`src/rtl/trim_pkg.sv`:
```
package trim_pkg;

    // Direction chosen by the comparator for one reference period
    typedef enum logic [1:0] {
        STEP_HOLD = 2'd0,
        STEP_UP   = 2'd1,
        STEP_DOWN = 2'd2
    } step_e;

endpackage

```
`src/rtl/trim_ref_sync.sv`:
```
module trim_ref_sync #(
    parameter int STAGES = 2
) (
    input  logic clk,
    input  logic rst_n,
    input  logic ref_i,
    output logic rise_o
);
    localparam int SW = (STAGES < 2) ? 2 : STAGES;

    typedef struct packed {
        logic [SW-1:0] sync;
        logic          prev;
        logic          rise;
    } sync_st_t;

    sync_st_t st_d, st_q;

    always_comb begin
        st_d      = st_q;
        st_d.sync = {st_q.sync[SW-2:0], ref_i};
        st_d.prev = st_q.sync[SW-1];
        st_d.rise = st_q.sync[SW-1] & ~st_q.prev;
    end

    always_ff @(posedge clk) begin
        if (!rst_n) begin
            st_q <= '0;
        end else begin
            st_q <= st_d;
        end
    end

    assign rise_o = st_q.rise;


    strobe_pulse_chk: assert property (@(posedge clk) disable iff (!rst_n)
        st_q.rise |=> !st_q.rise)
        else $error("edge strobe wider than one cycle");

endmodule

```
`src/rtl/trim_period_meter.sv`:
```
module trim_period_meter #(
    parameter int CNT_W = 16
) (
    input  logic             clk,
    input  logic             rst_n,
    input  logic             rise_i,
    output logic             valid_o,
    output logic [CNT_W-1:0] meas_o
);
    typedef struct packed {
        logic [CNT_W-1:0] cnt;
        logic [CNT_W-1:0] cap;
        logic [CNT_W-1:0] meas;
        logic             armed;
        logic             valid;
    } meter_st_t;

    meter_st_t st_d, st_q;

    always_comb begin
        st_d       = st_q;
        st_d.cnt   = st_q.cnt + 1'b1;
        st_d.valid = 1'b0;
        if (rise_i) begin
            st_d.cap   = st_q.cnt;
            st_d.meas  = st_q.cnt - st_q.cap;   // modular difference
            st_d.armed = 1'b1;
            st_d.valid = st_q.armed;
        end
    end

    always_ff @(posedge clk) begin
        if (!rst_n) begin
            st_q <= '0;
        end else begin
            st_q <= st_d;
        end
    end

    assign valid_o = st_q.valid;
    assign meas_o  = st_q.meas;


    first_capture_chk: assert property (@(posedge clk) disable iff (!rst_n)
        (rise_i && !st_q.armed) |=> !st_q.valid)
        else $error("first capture produced a measurement");

endmodule

```
`src/rtl/trim_step_ctrl.sv`:
```
module trim_step_ctrl
    import trim_pkg::*;
#(
    parameter int CNT_W   = 16,
    parameter int FINE_W  = 8,
    parameter int RANGE_W = 3,
    parameter int TARGET  = 488
) (
    input  logic               clk,
    input  logic               rst_n,
    input  logic               valid_i,
    input  logic [CNT_W-1:0]   meas_i,
    output logic [FINE_W-1:0]  fine_o,
    output logic [RANGE_W-1:0] range_o
);
    localparam logic [CNT_W-1:0]   TARGET_CNT = CNT_W'(TARGET);
    localparam logic [FINE_W-1:0]  FINE_MAX   = {FINE_W{1'b1}};
    localparam logic [FINE_W-1:0]  FINE_MID   = FINE_W'(1) << (FINE_W - 1);
    localparam logic [RANGE_W-1:0] RANGE_MAX  = {RANGE_W{1'b1}};
    localparam logic [RANGE_W-1:0] RANGE_MID  = RANGE_W'(1) << (RANGE_W - 1);

    typedef struct packed {
        logic [FINE_W-1:0]  fine;
        logic [RANGE_W-1:0] range;
    } code_st_t;

    code_st_t st_d, st_q;
    step_e    step;

    always_comb begin
        step = STEP_HOLD;
        if (valid_i) begin
            if (meas_i < TARGET_CNT) begin
                step = STEP_UP;
            end else if (meas_i > TARGET_CNT) begin
                step = STEP_DOWN;
            end
        end
    end

    always_comb begin
        st_d = st_q;
        case (step)
            STEP_UP: begin
                st_d.fine = st_q.fine + 1'b1;
                if (st_q.fine == FINE_MAX && st_q.range != RANGE_MAX) begin
                    st_d.range = st_q.range + 1'b1;
                end
            end
            STEP_DOWN: begin
                st_d.fine = st_q.fine - 1'b1;
                if (st_q.fine == '0 && st_q.range != '0) begin
                    st_d.range = st_q.range - 1'b1;
                end
            end
            default: ;
        endcase
    end

    always_ff @(posedge clk) begin
        if (!rst_n) begin
            st_q.fine  <= FINE_MID;
            st_q.range <= RANGE_MID;
        end else begin
            st_q <= st_d;
        end
    end

    assign fine_o  = st_q.fine;
    assign range_o = st_q.range;


    hold_between_chk: assert property (@(posedge clk) disable iff (!rst_n)
        !valid_i |=> $stable(st_q))
        else $error("trim code moved without a measurement");


    equal_hold_chk: assert property (@(posedge clk) disable iff (!rst_n)
        (valid_i && meas_i == TARGET_CNT) |=> $stable(st_q))
        else $error("trim code moved on an exact match");


    step_up_chk: assert property (@(posedge clk) disable iff (!rst_n)
        (valid_i && meas_i < TARGET_CNT) |=> (st_q.fine == $past(st_q.fine) + 1'b1))
        else $error("fine code did not rise on a slow count");


    step_down_chk: assert property (@(posedge clk) disable iff (!rst_n)
        (valid_i && meas_i > TARGET_CNT) |=> (st_q.fine == $past(st_q.fine) - 1'b1))
        else $error("fine code did not fall on a fast count");


    top_sat_chk: assert property (@(posedge clk) disable iff (!rst_n)
        (valid_i && meas_i < TARGET_CNT && st_q.range == RANGE_MAX && st_q.fine == FINE_MAX)
        |=> (st_q.range == RANGE_MAX && st_q.fine == '0))
        else $error("range left its top limit");

endmodule

```
`src/rtl/osc_trim_lock.sv`:
```
module osc_trim_lock #(
    parameter int CNT_W       = 16,
    parameter int FINE_W      = 8,
    parameter int RANGE_W     = 3,
    parameter int TARGET      = 488,
    parameter int SYNC_STAGES = 2
) (
    input  logic               clk_fast,
    input  logic               rst_n,
    input  logic               ref_clk,
    output logic [FINE_W-1:0]  fine_code,
    output logic [RANGE_W-1:0] range_sel
);
    logic             ref_rise;
    logic             meas_valid;
    logic [CNT_W-1:0] meas_cnt;

    trim_ref_sync #(
        .STAGES (SYNC_STAGES)
    ) u_sync (
        .clk    (clk_fast),
        .rst_n  (rst_n),
        .ref_i  (ref_clk),
        .rise_o (ref_rise)
    );

    trim_period_meter #(
        .CNT_W (CNT_W)
    ) u_meter (
        .clk     (clk_fast),
        .rst_n   (rst_n),
        .rise_i  (ref_rise),
        .valid_o (meas_valid),
        .meas_o  (meas_cnt)
    );

    trim_step_ctrl #(
        .CNT_W   (CNT_W),
        .FINE_W  (FINE_W),
        .RANGE_W (RANGE_W),
        .TARGET  (TARGET)
    ) u_step (
        .clk     (clk_fast),
        .rst_n   (rst_n),
        .valid_i (meas_valid),
        .meas_i  (meas_cnt),
        .fine_o  (fine_code),
        .range_o (range_sel)
    );

endmodule

```
`config.mk`:
```
export PLATFORM = sky130hd
export DESIGN_NAME = osc_trim_lock
export DESIGN_NICKNAME = d
export VERILOG_FILES = /design/src/rtl/trim_pkg.sv /design/src/rtl/trim_ref_sync.sv /design/src/rtl/trim_period_meter.sv /design/src/rtl/trim_step_ctrl.sv /design/src/rtl/osc_trim_lock.sv
export SDC_FILE = /design/constraint.sdc
export NUM_CORES = 1
export LEC_CHECK = 0
export BUFFER_PORTS_ARGS = -buffer_cell sky130_fd_sc_hd__buf_2
export CORE_ASPECT_RATIO = 0.5
export CORE_MARGIN = 8
export CORE_UTILIZATION = 60
export DETAILED_ROUTE_END_ITERATION = 8
export GPL_TIMING_DRIVEN = 0
export PLACE_DENSITY = 0.78
export SLEW_MARGIN = 20
export SYNTH_ARGS = -nofsm -noshare
export SYNTH_HDL_FRONTEND = slang
export SYNTH_SLANG_ARGS = --single-unit
```
`constraint.sdc`:
```
create_clock -name clk_fast -period 3.6 [get_ports clk_fast]
set_input_delay 0.72 -clock clk_fast [delete_from_list [all_inputs] [get_ports clk_fast]]
set_output_delay 0.72 -clock clk_fast [all_outputs]
set_load 0.05 [all_outputs]
```
==> results.cfg <==
[pwr]
pwr-share-clk_pct = 48.6
p_sw_w = 0.0003704
leakagePower_nw = 1.636
seqPwrFrac_pct = 45.4
powerDensity_nw_per_um2 = 386.5
ir_drop_v = 0.0004061
switching_share_pct = 22.75
p_int_w = 0.001258
power_frac_comb_pct = 6.1

[setup_path]
crit_arrival_ns = 3.58
cp_max_fo = 7
critPathKind = reg -> reg
required_ns = 3.79
endpoint_kind = flip-flop
critPathLaunchType = flip-flop

[yosys]
synth_area_um2 = 3761
yosysUniqueCellTypes = 61
ys_dominant_reg_cell = dfxtp_1
yosysMostFrequentCell = dfxtp_1
synthTopCellsByArea = dfxtp_1, ha_1, nor2_1
yosys.area.top_type = dfxtp_1
synth_edf_count = 0
async_reset_ff_share_pct = 0
syn_area_per_cell_um2 = 8.548
synth_seq_cells = 65
yosysTopAreaCellShare_pct = 34.60
ys_warn_count = 0
syn_inst = 440
syn-num-nets = 468
ys_seq_area_share_pct = 34.60
synthTopCellsByCount = dfxtp_1, nor2_1, inv_1

[grt]
overflow = 0
grt_use_total_pct = 20.36
grt_pass1_vias = 3194
grt_pass1_wl_mm = 15.12
grt_max_degree = 11
grt_antenna_before_repair = 0

[sta]
holdWs_ns = 0.4076
report.final.slew_viol_count = 0
timing.fmax_mhz = 294.2
relSlewSlack_pct = 51.83
rsz0062_at_grt = no
hold_viol = 0
setup_viol = 0
fin_ws_ns = 0.2012
fin_crit_ns = 3.399
setup_tns_ns = 0
worstMarginPinSlew_ns = 0.7226
skew_ns = 0.006963
min_period_over_period_pct = 94.41

[clock_network]
clk_path_buf_depth = 2
path_clk_slew_ns = 0.05
clk_root_buffer_cell = clkbuf_16
htreeDepth = 3
clk_latency_ns = 0.33
numCtsBuffers = 9
cts_sinks = 65
cts_tree = yes

[drt]
drc_errors = 0
ant_nets = 0
num_vias = 3363
drt_iter0_markers = 225
via_per_inst = 6.070
first_pass_iters = 5
wl_per_cell_um = 16.29
drt-total-wl_mm = 9.027

[floorplan]
num_rows = 20
fp.dieH_um = 71.99
die-area_um2 = 9212
boundaryPins = 14
initial_core_util_pct = 62.11
core_area_um2 = 6056
die_x_um = 128.0

[place]
place_ws_ns = 0.2120
place_inst = 540
io_buffers = 12
gp_congestion = 0.9275
detailed_place_hpwl_mm = 6.624

[final_layout]
diodes = 0
finalNetCount = 491
synthToLayoutAreaGrowth_pct = 12.01
fillers = 493
fin_cells = 554
drive_above_1_share_pct = 8.584
utilization_pct = 69.57

[worst_hold_path]
hold_class = reg -> reg

[run]
maxCapViolCount = 0

[outcome]
status = finished, final reports clean
## per-stage QoR
stage / power (W) / cell area [um^2]
3_5_place_dp: 0.0008484 / 3931
5_1_grt: 0.001681 / 4213
2_1_floorplan: 0.0008221 / 3761
3_3_place_gp: 0.0008450 / 3931
4_1_cts: 0.001638 / 4202
6_report: 0.001628 / 4213
## routing by layer
metal,global-route usage (%),part of all wire (%),vias up
met5,0,0,-
met4,7.702,1.2,0
met3,6.213,6.9,14
met2,32.77,44,101
met1,25.23,47,1592
li1,-,-,1656
## sequential cells by signal (all words and copies together) (netlist names)
name             cells
u_sync.st_q          1
u_sync.st_d          2
u_meter.st_q        33
u_meter.valid_o      1
u_step.range_o       3
u_meter.meas_o      16
u_step.fine_o        8
u_sync.rise_o        1
## cell usage in the layout (no fill, tap or decap), drive strengths merged, types with 3 or more instances in the layout
cell type,instances
o21a,11
o31ai,7
o211ai,8
clkbuf,20
or4,3
nor2b,8
or3,6
nor4,5
inv,27
mux2i,17
buf,19
and3,7
a211o,5
nand3,20
nand2,23
o2111ai,4
fa,3
nor3,15
a2111oi,3
nor2,48
dfxtp,65
o21ai,12
nand4,6
xnor2,9
and4,3
a31oi,4
and2,7
ha,22
a21o,11
a211oi,9
o211a,3
xor2,8
or2,3
a21oi,19
## what timing repair did
action	CTS	global route
gates resized for setup	0	3
setup endpoints to repair	0	2
hold buffers	0	0
setup buffers	0	0
## area by class of cell
class	instances	area [um^2]	area share (%)
timing repair buffer	12	60.06	1.426
clock inverter	3	17.52	0.4158
inverter	27	101.3	2.406
clock buffer	11	252.7	5.999
sequential	65	1301	30.89
tap	88	110.1	2.614
multi-input combinational	332	2308	54.80
buffer	16	61.31	1.455
## cell families (layout without fill, tap and decap cells)
family	Yosys count	after routing	synth area share (%)
simple gates	162	162	22.09
compound gates	110	110	21.29
flops	65	65	34.60
buf+inv	43	69	4.325
fa+ha+maj	25	25	8.915
mux	18	18	4.824
xor+xnor	17	17	3.959
## final timing paths
| kind | slack [ns] | cells after the start | start | to |
|---|---|---|---|---|
| max reg2reg | 0.20 | 10 | u_meter.meas_o[11]$_SDFFE_PN0P_ | u_step.fine_o[6]$_SDFFE_PN0P_ |
| max | 0.20 | 10 | u_meter.meas_o[11]$_SDFFE_PN0P_ | u_step.fine_o[6]$_SDFFE_PN0P_ |
| min | 0.41 | 1 | u_sync.st_q[1]$_SDFF_PN0_ | u_sync.rise_o$_SDFF_PN0_ |
| min reg2reg | 0.41 | 1 | u_sync.st_q[1]$_SDFF_PN0_ | u_sync.rise_o$_SDFF_PN0_ |
## worst max-delay path, stage by stage (launching register included)
cell and delay (ns):
dfxtp_1 0.31, or4_4 0.56, or2_1 0.30, o21ai_1 0.33, inv_1 0.23, fa_1 0.44
a21o_1 0.20, a21oi_1 0.27, nor4b_1 0.09, a2111oi_1 0.42, o31ai_1 0.11
## power groups by stage
| stage | clock network [W] | registers [W] | logic, W |
|---|---|---|---|
| detailed placement | 0 | 0.000753 | 0.0000954 |
| global placement | 0 | 0.000752 | 0.0000927 |
| finish | 0.000791 | 0.000738 | 0.0000987 |
| global route | 0.000834 | 0.000739 | 0.000108 |
| floorplan | 0 | 0.000751 | 0.0000715 |
| CTS | 0.000804 | 0.000738 | 0.0000965 |
Power figures use the tool's default switching activity.
